$ cat config.mk
export PLATFORM = sky130hd
export DESIGN_NAME = burst_addr_seq
export DESIGN_NICKNAME = d
export VERILOG_FILES = /design/src/rtl/bap_pkg.sv /design/src/rtl/bap_beat_ctr.sv /design/src/rtl/bap_order.sv /design/src/rtl/burst_addr_seq.sv
export SDC_FILE = /design/constraint.sdc
export NUM_CORES = 1
export LEC_CHECK = 0
export ABC_AREA = 1
export BUFFER_PORTS_ARGS = -buffer_cell sky130_fd_sc_hd__buf_2
export CORE_UTILIZATION = 43
export CTS_CLUSTER_SIZE = 20
export DETAILED_ROUTE_END_ITERATION = 12
export PLACE_DENSITY = 0.81
export SYNTH_ARGS = -nofsm -noshare
export SYNTH_HDL_FRONTEND = slang
export SYNTH_SLANG_ARGS = --single-unit
$ cat constraint.sdc
create_clock -name clk -period 0.9 [get_ports clk]
set_input_delay 0.18 -clock clk [delete_from_list [all_inputs] [get_ports clk]]
set_output_delay 0.18 -clock clk [all_outputs]
set_load 0.02 [all_outputs]
$ cat src/rtl/bap_pkg.sv
package bap_pkg;
  localparam int unsigned BEAT_W = 2;
  typedef logic [BEAT_W-1:0] beat_t;
  typedef enum logic { ORD_XOR = 1'b0, ORD_LIN = 1'b1 } order_e;
endpackage

$ cat src/rtl/bap_beat_ctr.sv
module bap_beat_ctr
  import bap_pkg::*;
(
  input  logic  clk,
  input  logic  rst_n,
  input  logic  load,
  input  logic  step,
  output beat_t beat,
  output logic  final_beat
);
  localparam beat_t BEAT_LAST = '1;

  beat_t cnt_q;

  always_ff @(posedge clk) begin
    if (!rst_n)    cnt_q <= '0;
    else if (load) cnt_q <= '0;
    else if (step) cnt_q <= cnt_q + beat_t'(1);
  end

  assign beat       = cnt_q;
  assign final_beat = (cnt_q == BEAT_LAST);
endmodule

$ cat src/rtl/bap_order.sv
module bap_order
  import bap_pkg::*;
(
  input  beat_t  start_lo,
  input  beat_t  beat,
  input  order_e order,
  output beat_t  lo_out
);
  beat_t lo_xor;
  beat_t lo_sum;

  for (genvar b = 0; b < BEAT_W; b++) begin : g_xor
    assign lo_xor[b] = start_lo[b] ^ beat[b];
  end

  assign lo_sum = start_lo + beat;

  always_comb begin
    lo_out = (order == ORD_LIN) ? lo_sum : lo_xor;
  end
endmodule

$ cat src/rtl/burst_addr_seq.sv
module burst_addr_seq
  import bap_pkg::*;
#(
  parameter int unsigned ADDR_W = 18
) (
  input  logic              clk,
  input  logic              rst_n,
  input  logic [ADDR_W-1:0] addr_in,
  input  logic              strobe_proc,
  input  logic              strobe_ctrl,
  input  logic              chip_sel,
  input  logic              advance,
  input  logic              order_lin,
  output logic [ADDR_W-1:0] addr_out,
  output logic              last_beat
);
  localparam int unsigned HI_W = ADDR_W - BEAT_W;

  logic              take;
  logic [ADDR_W-1:0] base_q;
  beat_t             beat;
  beat_t             lo_now;
  order_e            order;

  // controller strobe is never gated; processor strobe needs chip select
  assign take  = strobe_ctrl | (strobe_proc & chip_sel);
  assign order = order_lin ? ORD_LIN : ORD_XOR;

  always_ff @(posedge clk) begin
    if (!rst_n)    base_q <= '0;
    else if (take) base_q <= addr_in;
  end

  bap_beat_ctr u_ctr (
    .clk        (clk),
    .rst_n      (rst_n),
    .load       (take),
    .step       (advance),
    .beat       (beat),
    .final_beat (last_beat)
  );

  bap_order u_ord (
    .start_lo (base_q[BEAT_W-1:0]),
    .beat     (beat),
    .order    (order),
    .lo_out   (lo_now)
  );

  assign addr_out = {base_q[ADDR_W-1 -: HI_W], lo_now};
endmodule

==> results.md, run 1 <==
- Status: finished, violations left
- Failing checks: setup timing
- Synthesis-stage register bit count: 20
- Ys async rst share: 0%
- RSZ-0062 raised after global routing: yes
- Synth cell count leaders: 24 x nand2_1, 21 x inv_1, 21 x nor2_1, 20 x dfxtp_1
- 1st-iter DRT viols: 14
- Post-route ant nets: 0
- Mapped Nets: 182
- WL/cell: 10.2 um
- First drt pass iteration count: 4
- Pleak: 0.724 nW
- Post-route DRC: 0
- Tcrit/Tclk final: 150%
- Crit path capture type: output pin
- Min cycle time layout: 1.35 ns
- Critical path class: reg2out
- Worst Setup Slack, final: -0.447 ns
- Pin count of the biggest net entering global routing: 38
- Slew Limit Headroom: 74.5%
- # fillers: 231
- Post-DP HPWL: 1.34 mm
- Port buffer count: 43
- Clk buf depth: 2
- Top post-synthesis cells by area: dfxtp_1 36%, buf_4 11%, a21oi_1 8.5%
- Clock buffer count from CTS: 3
- CP max FO: 2
- Design area: 1430 um2
- Clock transition at path regs: 0.11 ns
- Warnings, synthesis: 0
- Clock latency on the worst-skew pair: 0.29 ns
- Final Slew Violations: 0
- Comb pwr share: 27.7%
- Number of synthesized flops with an enable pin: 0
- Hold Fails Final Rpt: 0
- Antenna violations before repair: 0
- # clock sinks: 20
- H-tree depth: 1
- Internal Power: 1.38 mW
- Cell area after synthesis: 1110 um2
- Final layout net count: 211
- Via count: 965
- Hold crit path type: in2reg
- Sequential Power Share: 51.5%
- Area occupied by multi-input gates: 465 um2
- Top-count cell post-synth: nand2_1
- Num ports: 44
- Sequential standard cell area: 425 um2
- GRT overflow: 0
- Area of the core: 2450 um2
- Data required time of the critical path: 0.72 ns
- Row count: 18
- Final setup TNS: -1.64 ns
- Max cap viols: 0
- Worst Hold Slack: 0.101 ns
- Achievable Freq: 0.743 GHz
- Cell variety after synth: 13
- Ant. Diodes: 0
- Routability Congestion: 0.718
- Initial Utilization: 45.4%
- Setup violators final: 20
- Share of Yosys cell area claimed by the top area cell type: 36.0%
- Post-DP Area: 1230 um2
- First-pass GRT wire length: 3.28 mm
- Die width: 52.9 um
- Ys flop type: dfxtp_1
- Fin util: 58.3%
- Worst EP arrival: 1.17 ns
- Total Wirelength: 2.17 mm
- Root buffer cell: clkbuf_4
- Gate count of the mapped netlist: 155
- CP Launch Type: register
- Slew @ Worst Pin: 0.382 ns
- GRT Total Usage: 16.3%
- Net switching power: 0.576 mW
- Setup Skew: 0.000171 ns
- Number of global-route vias before repair: 806
- VDD IR-drop max: 1010 uV
- PwrDens: 1370 nW/um2
- Die height: 52.9 um
- Cell accounting for the most synthesized area: dfxtp_1
- Switch share: 29.4%
- Area grow syn2layout: 28.4%
- DIE AREA: 2800 um2
- Mean Syn Cell Area: 7.18 um2
- CTS tree: yes
- Seq/Total Area, Yosys: 36.0%
- Vias per cell: 4.55
- Share of cells above drive strength 1: 45.1%
- Power share of the clock group: 20.8%
metal layers:
layer	global-route usage, %	wire length, um
met1	16.7	963
met2	29.5	1050
met3	7.47	158
met4	3.95	0
met5	0	0
power groups by stage:
stage / registers (mW) / clock network, mW / logic, mW
3_5_place_dp: 1.00 / 0 / 0.452
5_1_grt: 1.02 / 0.479 / 0.602
2_1_floorplan: 0.997 / 0 / 0.393
4_1_cts: 1.01 / 0.446 / 0.536
6_report: 1.01 / 0.408 / 0.543
3_3_place_gp: 0.999 / 0 / 0.448
sequential cells by signal, indices dropped and copies added, names as in the netlist:
signal / count
u_ctr.beat: 2
base_q: 18
cells by family after synthesis:
logic type / synth area share, %
XOR/XNOR: 0.787
adder cells (fa/ha/maj): 2.25
AND/OR/NAND/NOR: 26.5
AO/OA/AOI/OAI: 8.54
buffers and inverters: 26.0
flip-flops: 36.0
worst max-delay path, cell delays in order, from the launching register on:
cell     delay (ns)
dfxtp_2        0.37
ha_4           0.15
nand2_4        0.04
inv_2          0.04
nand3_2        0.05
nand2_1        0.07
inv_2          0.04
buf_6          0.12
timing repair:
action	4_1_cts	5_1_grt
pin swaps	3	2
hold buffers	0	0
setup buffers	0	0
cloned	0	0
hold endpoints to repair	0	0
endpoints found under the setup margin	20	21
gates resized for setup	59	6
area by class of cell:
cell class,count,share of cell area [%]
Multi-Input combinational cell,89,32.5
Sequential cell,20,29.7
Timing Repair Buffer,48,27.7
Clock buffer,3,1.57
Tap cell,30,2.62
Inverter,22,5.77
path summary, 6_finish.rpt:
path / from / to / slack, ns / cells past startpoint
worst max-delay path: u_ctr.beat[0] / addr_out[1] / -0.45 / 7
worst min-delay path: addr_in[15] / base_q[15] / 0.10 / 3
worst max register to register: u_ctr.beat[0] / u_ctr.beat[1] / -0.08 / 4
worst min register to register: base_q[6] / base_q[6] / 0.55 / 4
per-stage QoR:
step | setup WS [ns] | power, mW | instances
4_1_cts | -0.449 | 1.99 | 212
2_1_floorplan | -0.0607 | 1.39 | 155
5_1_grt | -0.531 | 2.10 | 212
6_report | -0.447 | 1.96 | 212
3_3_place_gp | -0.149 | 1.45 | 209
3_5_place_dp | -0.157 | 1.45 | 209
cell usage in the layout (no fill, tap or decap):
cell type / instances
nand2_4: 2
buf_6: 19
inv_2: 3
buf_12: 2
nor2_1: 21
a21oi_2: 1
buf_4: 3
a21oi_1: 18
dfxtp_2: 20
nand2_1: 23
ha_4: 2
nand3_1: 18
inv_1: 19
xnor2_1: 1
clkbuf_4: 3
nand3_2: 3
buf_2: 24
(Power assumes the default switching activity.)
==> inputs of run 2 (changes only) <==
--- a/config.mk
+++ b/config.mk
@@ -7,6 +7,7 @@
 export LEC_CHECK = 0
 export ABC_AREA = 1
 export BUFFER_PORTS_ARGS = -buffer_cell sky130_fd_sc_hd__buf_2
+export CORE_ASPECT_RATIO = 0.9
 export CORE_UTILIZATION = 43
 export CTS_CLUSTER_SIZE = 20
 export DETAILED_ROUTE_END_ITERATION = 12
==> results.md, run 2 (synthesized netlist as in run 1, its figures left out) <==
- Status: finished, violations left
- Failing checks: setup timing
- Pleak: 0.747 nW
- Largest register FFs: 18
- # clock sinks: 20
- Setup Skew: 0.00634 ns
- Vias per cell: 4.47
- Num ports: 44
- CP max FO: 2
- Clk buf depth: 2
- Slew Limit Headroom: 75.5%
- Commonest non-fill, non-tap cell in the layout: buf_2
- Cell repeated most along the worst path: inv_2
- GRT Total Usage: 15.8%
- Worst flop-to-flop path endpoint: u_ctr.beat[1]
- Reg-to-Reg Start: u_ctr.beat[0]
- H-tree depth: 1
- Antenna violations before repair: 0
- Post-route ant nets: 0
- Hold Startpoint: addr_in[6]
- Post-route DRC: 0
- Sequential standard cell area: 424 um2
- Clock transition at path regs: 0.12 ns
- Worst Setup Slack, final: -0.438 ns
- Hold Path Sink: base_q[6]
- Critical path class: reg2out
- First drt pass iteration count: 4
- Setup violators final: 21
- Achievable Freq: 0.747 GHz
- Total Wirelength: 2.11 mm
- Clock buffer count from CTS: 3
- Row count: 17
- Final Slew Violations: 0
- Critical Path Max Stage Delay: 0.37 ns
- Root buffer cell: clkbuf_4
- Critical Path, Cell by Cell: ha_4 -> nand2_4 -> inv_2 -> nand3_2 -> nand2_2 -> inv_2 -> buf_6
- CP Launch Type: register
- 1st-iter DRT viols: 33
- GRT overflow: 0
- Worst EP arrival: 1.16 ns
- Hold Crit Depth: 3
- WL/cell: 9.92 um
- Number of global-route vias before repair: 853
- Cts hold-fix bufs: 0
- Final layout net count: 213
- Data required time of the critical path: 0.72 ns
- # fillers: 233
- Crit path capture type: output pin
- PwrDens: 1410 nW/um2
- RSZ-0062 raised after global routing: yes
- Max cap viols: 0
- Die width: 55.6 um
- First-pass GRT wire length: 3.57 mm
- Area grow syn2layout: 31.9%
- Tcrit/Tclk final: 149%
- Worst reg2reg setup slack: -0.12 ns
- Crit path buf inv count: 3
- Hold Fails Final Rpt: 0
- Port buffer count: 43
- Share of cells above drive strength 1: 46.5%
- Initial Utilization: 45.5%
- Area of the core: 2450 um2
- Area occupied by multi-input gates: 475 um2
- VDD IR-drop max: 888 uV
- Clock latency on the worst-skew pair: 0.29 ns
- Path depth of the worst reg2reg path: 5
- Slew @ Worst Pin: 0.367 ns
- Min cycle time layout: 1.34 ns
- Ant. Diodes: 0
- DIE AREA: 2800 um2
- CP max-delay cell: dfxtp_2
- Via count: 953
- Die height: 50.3 um
- CP delay by family, top: flip-flops
- Fin util: 60.1%
- Hold crit path type: in2reg
- Design area: 1470 um2
- Routability Congestion: 0.722
- Pin count of the biggest net entering global routing: 38
- Post-DP HPWL: 1.32 mm
- Post-DP Area: 1220 um2
- Most frequent cells in the layout: 24 x buf_2, 22 x nand2_1, 21 x nor2_1, 20 x buf_6
- Most flops, register: base_q
- Total chip power: 2.07 mW
- CTS tree: yes
[run 2: layer usage]
layer	up-vias	GRT usage [%]	share of wire [%]
met4	0	6.67	1.1
met3	2	1.55	2.1
met5	-	0	0
met1	413	20.3	44
met2	15	27.3	52
li1	523	-	-
[run 2: tightest hold or removal path, stage by stage]
cell	delay (ns)
buf_2	0.07
a21oi_1	0.03
nor2_1	0.08
[run 2: how the worst max path moves through the flow]
stage / start / end / slack [ns] / cells after the start
after floorplan: u_ctr.beat[0] / addr_out[1] / -0.06 / 6
after global placement: base_q[0] / addr_out[1] / -0.14 / 7
after detailed placement: base_q[0] / addr_out[1] / -0.18 / 7
after CTS: u_ctr.beat[0] / addr_out[1] / -0.45 / 7
after global routing: u_ctr.beat[0] / addr_out[1] / -0.53 / 7
final: u_ctr.beat[0] / addr_out[1] / -0.44 / 7
[run 2: power by group]
group          internal (mW)  total (mW)  switching [mW]
sequential             0.963        1.01          0.0448
clock                  0.246       0.514           0.268
combinational          0.274       0.553           0.279
[run 2: layout make-up]
class	instances	share of cell area [%]
Multi-Input combinational cell	89	32.4
Clock buffer	4	2.47
Tap cell	28	2.39
Timing Repair Buffer	50	28.3
Inverter	22	5.62
Sequential cell	20	28.9
[run 2: what timing repair did]
item                       CTS  global route
setup endpoints to repair   20            20
setup buffers                1             1
pin swaps                    6             4
resized for setup           62             5
[run 2: metrics by stage]
stage                     worst slack, ns  setup TNS (ns)  instances  hold slack [ns]
after global placement             -0.144          -0.874        207            0.398
final                              -0.438           -1.89        213           0.0985
after CTS                          -0.450           -1.83        212           0.0905
after detailed placement           -0.177          -0.791        207            0.406
after floorplan                   -0.0607         -0.0607        155            0.312
after global routing               -0.531           -2.80        213            0.101
